[src/rtl/rrf_pkg.sv]
package rrf_pkg;
  parameter int unsigned RRF_DATA_W   = 32;
  parameter int unsigned RRF_FIX_REGS = 8;
  parameter int unsigned RRF_ROT_REGS = 16;
  parameter int unsigned RRF_SPEC_W   = 5;
  parameter int unsigned RRF_RD_PORTS = 2;

  localparam int unsigned RRF_MAPPED    = RRF_FIX_REGS + RRF_ROT_REGS;
  localparam int unsigned RRF_BASE_W    = $clog2(RRF_ROT_REGS);
  localparam int unsigned RRF_FIX_IDX_W = $clog2(RRF_FIX_REGS);
  localparam int unsigned RRF_ROT_IDX_W = $clog2(RRF_ROT_REGS);
  localparam int unsigned RRF_IDX_W     = (RRF_FIX_IDX_W > RRF_ROT_IDX_W) ? RRF_FIX_IDX_W : RRF_ROT_IDX_W;

  typedef enum logic [1:0] {
    SEL_NONE = 2'd0,
    SEL_FIX  = 2'd1,
    SEL_ROT  = 2'd2
  } regSel_e;

  typedef struct packed {
    regSel_e              sel;
    logic [RRF_IDX_W-1:0] idx;
  } regLoc_t;

  typedef struct packed {
    logic                           wrStrobe;
    regLoc_t                        wrLoc;
    regLoc_t [RRF_RD_PORTS-1:0]     rdLoc;
  } rrfCtrl_t;
endpackage

[src/rtl/rrf_ctrl.sv]
module rrf_ctrl
  import rrf_pkg::*;
(
  input  logic                  clk,
  input  logic                  rstN,
  input  logic [RRF_SPEC_W-1:0] rdAddr [RRF_RD_PORTS],
  input  logic                  wrEn,
  input  logic [RRF_SPEC_W-1:0] wrAddr,
  input  logic                  loopBranch,
  input  logic                  baseWrEn,
  input  logic [RRF_BASE_W-1:0] baseWrVal,
  output rrfCtrl_t              ctrl,
  output logic [RRF_BASE_W-1:0] base
);
  localparam logic [RRF_BASE_W-1:0] BASE_TOP = RRF_BASE_W'(RRF_ROT_REGS - 1);

  // Map one logical specifier to a region and a physical index.
  function automatic regLoc_t locate(input logic [RRF_SPEC_W-1:0] spec,
                                     input logic [RRF_BASE_W-1:0] curBase);
    regLoc_t loc;
    int unsigned specInt;
    int unsigned rotOff;
    specInt = 32'(spec);
    loc.sel = SEL_NONE;
    loc.idx = '0;
    if (specInt < RRF_FIX_REGS) begin
      loc.sel = SEL_FIX;
      loc.idx = RRF_IDX_W'(specInt);
    end else if (specInt < RRF_MAPPED) begin
      rotOff  = (specInt - RRF_FIX_REGS + 32'(curBase)) % RRF_ROT_REGS;
      loc.sel = SEL_ROT;
      loc.idx = RRF_IDX_W'(rotOff);
    end
    return loc;
  endfunction

  // Base register: software load wins over a loop branch.
  always_ff @(posedge clk) begin
    if (!rstN) begin
      base <= '0;
    end else if (baseWrEn) begin
      base <= baseWrVal;
    end else if (loopBranch) begin
      base <= (base == '0) ? BASE_TOP : base - 1'b1;
    end
  end

  regLoc_t rdLoc [RRF_RD_PORTS];
  regLoc_t wrLoc;

  for (genvar p = 0; p < RRF_RD_PORTS; p++) begin : g_rdMap
    assign rdLoc[p] = locate(rdAddr[p], base);
  end

  // Write uses the base before this cycle's update.
  assign wrLoc = locate(wrAddr, base);

  always_comb begin
    ctrl.wrStrobe = wrEn && (wrLoc.sel != SEL_NONE);
    ctrl.wrLoc    = wrLoc;
    for (int p = 0; p < RRF_RD_PORTS; p++) begin
      ctrl.rdLoc[p] = rdLoc[p];
    end
  end
endmodule

[src/rtl/rrf_datapath.sv]
module rrf_datapath
  import rrf_pkg::*;
(
  input  logic                  clk,
  input  logic                  rstN,
  input  rrfCtrl_t              ctrl,
  input  logic [RRF_DATA_W-1:0] wrData,
  output logic [RRF_DATA_W-1:0] rdData [RRF_RD_PORTS]
);
  logic [RRF_DATA_W-1:0] fixRegs [RRF_FIX_REGS];
  logic [RRF_DATA_W-1:0] rotRegs [RRF_ROT_REGS];

  logic wrFix;
  logic wrRot;
  assign wrFix = ctrl.wrStrobe && (ctrl.wrLoc.sel == SEL_FIX);
  assign wrRot = ctrl.wrStrobe && (ctrl.wrLoc.sel == SEL_ROT);

  always_ff @(posedge clk) begin
    if (!rstN) begin
      for (int i = 0; i < RRF_FIX_REGS; i++) fixRegs[i] <= '0;
    end else if (wrFix) begin
      fixRegs[ctrl.wrLoc.idx[RRF_FIX_IDX_W-1:0]] <= wrData;
    end
  end

  always_ff @(posedge clk) begin
    if (!rstN) begin
      for (int i = 0; i < RRF_ROT_REGS; i++) rotRegs[i] <= '0;
    end else if (wrRot) begin
      rotRegs[ctrl.wrLoc.idx[RRF_ROT_IDX_W-1:0]] <= wrData;
    end
  end

  for (genvar p = 0; p < RRF_RD_PORTS; p++) begin : g_rdPort
    logic [RRF_DATA_W-1:0] arrayData;
    logic                  hitWrite;

    always_comb begin
      arrayData = '0;
      case (ctrl.rdLoc[p].sel)
        SEL_FIX: arrayData = fixRegs[ctrl.rdLoc[p].idx[RRF_FIX_IDX_W-1:0]];
        SEL_ROT: arrayData = rotRegs[ctrl.rdLoc[p].idx[RRF_ROT_IDX_W-1:0]];
        default: arrayData = '0;
      endcase
    end

    assign hitWrite  = ctrl.wrStrobe && (ctrl.rdLoc[p].sel != SEL_NONE) &&
                       (ctrl.wrLoc == ctrl.rdLoc[p]);
    assign rdData[p] = hitWrite ? wrData : arrayData;
  end
endmodule

[src/rtl/rot_regfile.sv]
module rot_regfile
  import rrf_pkg::*;
(
  input  logic                  clk,
  input  logic                  rstN,
  input  logic [RRF_SPEC_W-1:0] rdAddrA,
  input  logic [RRF_SPEC_W-1:0] rdAddrB,
  output logic [RRF_DATA_W-1:0] rdDataA,
  output logic [RRF_DATA_W-1:0] rdDataB,
  input  logic                  wrEn,
  input  logic [RRF_SPEC_W-1:0] wrAddr,
  input  logic [RRF_DATA_W-1:0] wrData,
  input  logic                  loopBranch,
  input  logic                  baseWrEn,
  input  logic [RRF_BASE_W-1:0] baseWrVal,
  output logic [RRF_BASE_W-1:0] baseOut
);
  rrfCtrl_t              ctrl;
  logic [RRF_SPEC_W-1:0] rdAddr [RRF_RD_PORTS];
  logic [RRF_DATA_W-1:0] rdData [RRF_RD_PORTS];

  assign rdAddr[0] = rdAddrA;
  assign rdAddr[1] = rdAddrB;
  assign rdDataA   = rdData[0];
  assign rdDataB   = rdData[1];

  rrf_ctrl i_ctrl (
    .clk       (clk),
    .rstN      (rstN),
    .rdAddr    (rdAddr),
    .wrEn      (wrEn),
    .wrAddr    (wrAddr),
    .loopBranch(loopBranch),
    .baseWrEn  (baseWrEn),
    .baseWrVal (baseWrVal),
    .ctrl      (ctrl),
    .base      (baseOut)
  );

  rrf_datapath i_dp (
    .clk   (clk),
    .rstN  (rstN),
    .ctrl  (ctrl),
    .wrData(wrData),
    .rdData(rdData)
  );
endmodule

[config.mk]
export PLATFORM = sky130hd
export DESIGN_NAME = rot_regfile
export DESIGN_NICKNAME = d
export VERILOG_FILES = /design/src/rtl/rrf_pkg.sv /design/src/rtl/rrf_ctrl.sv /design/src/rtl/rrf_datapath.sv /design/src/rtl/rot_regfile.sv
export SDC_FILE = /design/constraint.sdc
export NUM_CORES = 2
export LEC_CHECK = 0
export BUFFER_PORTS_ARGS = -buffer_cell sky130_fd_sc_hd__buf_4
export CORE_UTILIZATION = 35
export CTS_CLUSTER_DIAMETER = 60
export DETAILED_ROUTE_END_ITERATION = 7
export RECOVER_POWER = 100
export SYNTH_ARGS = -nofsm -noshare
export SYNTH_HDL_FRONTEND = slang
export SYNTH_HIERARCHICAL = 1
export SYNTH_SLANG_ARGS = --single-unit
[constraint.sdc]
create_clock -name clk -period 10.3 [get_ports clk]
set_clock_uncertainty 0.1 [all_clocks]
set_input_delay 2.06 -clock clk [delete_from_list [all_inputs] [get_ports clk]]
set_output_delay 2.06 -clock clk [all_outputs]
set_load 0.05 [all_outputs]
==> results_dict.tcl <==
set metrics [dict create \
    setup.worst_path.class "in -> out" \
    vias 25972 \
    wl_met3_microns 9790 \
    insertion_delay_ns 0.65 \
    core_sq_mm 0.120 \
    async_flop_share 0 \
    max_stage_delay_ns 1.35 \
    final_cells 4476 \
    routed_via_density 5.80 \
    grt_start_max_net_pins 91 \
    path_clk_slew_ns 0.06 \
    synth_cells 2796 \
    cp_max_fo 41 \
    cts_tree "done" \
    power_density_mw_per_mm2 180 \
    tightest_slew_ns 4.02 \
    num_rows 127 \
    fin_nets 2878 \
    netSwitchingFraction 0.285 \
    die_h_microns 349 \
    gp_congestion 0.789 \
    status "finished with violations" \
    antenna_found_initial 6 \
    wire_per_inst_microns 30.2 \
    grt_pass1_vias 26283 \
    ff2ff_setup_slack_ns 2.32 \
    cp-start-kind "input port" \
    max_freq_mhz 110 \
    synth.distinct_cells 45 \
    peakVddDrop_mv 0.140 \
    dp_hpwl_microns 77900 \
    hold_buffers 0 \
    top_layer "met5" \
    crit_chain "buf_4, inv_1, ha_1, nor2_1, a22o_2, xor2_1, nor4_4, buf_4, a21o_1, buf_4, o221ai_1, clkbuf_1" \
    post_cts_buffers 0 \
    period_minus_slack_ns 9.12 \
    slowest_stage "a22o_2" \
    drv_slew 1627 \
    grt.overflow.total 0 \
    clockBufferDepth 3 \
    drt_iter0_drc 2703 \
    synth_area_sq_mm 0.0422 \
    drv_cap 67 \
    ys_ff_latch 772 \
    ys.flop_type "edfxtp_1" \
    avgSynthCellArea_sq_um 15.1 \
    synth_edf_count 768 \
    drt-met1-wl_microns 52800 \
    die_w_microns 349 \
    worstPathArrival_ns 6.96 \
    cp-end-kind "primary output" \
    pin_count 124 \
    dr_wl_met2_microns 67600 \
    clock_sinks 772 \
    setup-tns-final_ns 0 \
    io_buffer_count 123 \
    leakage_nw 16.0 \
    comb_power_share 0.201 \
    p_sw_mw 2.43 \
    placed_cells 4318 \
    drc_errors 0 \
    cts_root_buf "clkbuf_16" \
    pwr-share-seq 0.429 \
    slew-limit-headroom -1.71 \
    worstPathRequired_ns 8.14 \
    p_total_mw 8.51 \
    seq_area_frac_synth 0.548 \
    die_area_sq_mm 0.122 \
    hold_violations 0 \
    final_antenna_net_count 0 \
    setup_viol 0 \
    ys_warn_count 6 \
    violations "capacitance limit, slew limit" \
    drive_gt1_frac 0.233 \
    clkPwrFrac 0.370 \
    synth_nets 2881 \
    start_util 0.352 \
    grt_pass1_wl_microns 192000 \
    rsz0062_at_grt "false" \
    hold_ws_ns 0.643 \
    finalWirelength_microns 135000 \
    cts.repair.resized 0 \
    firstDrtPassIters 5 \
    syn2layout_area_growth_pct 12.0 \
    grtUsageTotal 0.220 \
    hold_class "reg -> reg" \
    crit_top_cell "buf_4" \
    cts_htree_levels 3 \
    period_share 0.885 \
    cts_buffers 84 \
    internal-power_mw 6.08 \
]
[cells by family after synthesis]
logic type      count (synthesis)  synth area share
xor+xnor                       17           0.00450
buf+inv                       307            0.0336
flops                         772             0.548
compound gates                240            0.0467
fa+ha+maj                      29           0.00912
mux                           450             0.220
simple gates                  981             0.138
[sequential cells by signal, indices dropped and copies added, names as in the netlist]
register / flops
i_ctrl/base: 4
i_dp/fixRegs: 256
i_dp/rotRegs: 512
[metal layers]
metal | up-vias | global-route usage
met2 | 1207 | 0.378
met5 | - | 0
li1 | 10801 | -
met3 | 244 | 0.0333
met1 | 13718 | 0.280
met4 | 2 | 0.0832
[cell type report]
type / count / area [sq um]
fillers: 11032 / 72500
flip-flops and latches: 772 / 23100
multi-input cells: 1717 / 18000
clock buffers: 103 / 2190
well taps: 1612 / 2020
repair buffers: 205 / 1270
clock inverters: 53 / 642
inverters: 13 / 48.8
diodes: 1 / 2.50
[path summary, 6_finish.rpt]
check             depth (start not counted)                            endpoint                         from
setup / recovery                         12                         rdDataA[25]                   rdAddrA[3]
hold / removal                            3         i_ctrl/base[1]$_SDFFE_PN0P_  i_ctrl/base[1]$_SDFFE_PN0P_
setup reg to reg                         11  i_dp/rotRegs[14][17]$_SDFFCE_PN0P_  i_ctrl/base[1]$_SDFFE_PN0P_
hold reg to reg                           3         i_ctrl/base[1]$_SDFFE_PN0P_  i_ctrl/base[1]$_SDFFE_PN0P_
[cell usage after synthesis, types with 3 or more instances]
master	n	area share
nand3b_1	3	0.00053
mux4_2	384	0.20
clkbuf_2	5	0.00059
buf_6	16	0.0043
nand2b_1	10	0.0015
buf_4	22	0.0039
o21ai_0	32	0.0038
ha_1	26	0.0077
nor2b_1	6	0.00089
nor2_1	97	0.0086
xnor3_1	3	0.0016
fa_1	3	0.0014
nand3_1	65	0.0077
and2_1	771	0.11
xor2_1	12	0.0025
a22o_1	132	0.027
edfxtp_1	768	0.55
buf_2	45	0.0053
nand2_1	15	0.0013
o221ai_1	64	0.013
dfxtp_1	4	0.0019
mux2i_1	66	0.016
clkbuf_1	204	0.018
a21o_1	4	0.00071
inv_1	13	0.0012
[critical path: cells and delay by family]
| kind | cells | cell delay, ns |
|---|---|---|
| adders and majority gates | 1 | 0.34 |
| and+or+nand+nor | 2 | 0.46 |
| xor gates and xnor gates | 1 | 0.26 |
| AOI/OAI and AO/OA | 3 | 2.26 |
| buffers and inverters | 5 | 1.52 |
[placed cells by master (no fill, tap or decap), drive strengths merged, types with 6 or more instances in the layout]
cell	count
a22o	133
and2	771
buf	116
bufinv	12
clkbuf	192
clkinv	33
edfxtp	768
ha	26
inv	19
mux2i	66
mux4	384
nand2	15
nand2b	10
nand3	65
nor2	97
nor2b	6
o21ai	32
o221ai	64
xor2	12
[power groups by stage]
stage | clock [mW] | combinational, mW | sequential (mW)
floorplan | 0 | 1.16 | 3.69
global placement | 0 | 1.74 | 3.69
detailed placement | 0 | 1.74 | 3.70
CTS | 3.19 | 1.75 | 3.64
global route | 3.29 | 1.78 | 3.66
finish | 3.15 | 1.71 | 3.65
[through the flow]
stage	worst slack, ns	utilization	instance area [sq um]
after floorplan	2.75	-	42200
after global placement	1.84	0.376	45100
after detailed placement	1.68	0.376	45100
after CTS	1.70	0.400	47900
after global routing	0.837	0.395	47300
final	1.18	0.395	47300
No activity file was read; power rests on OpenSTA's default activity.
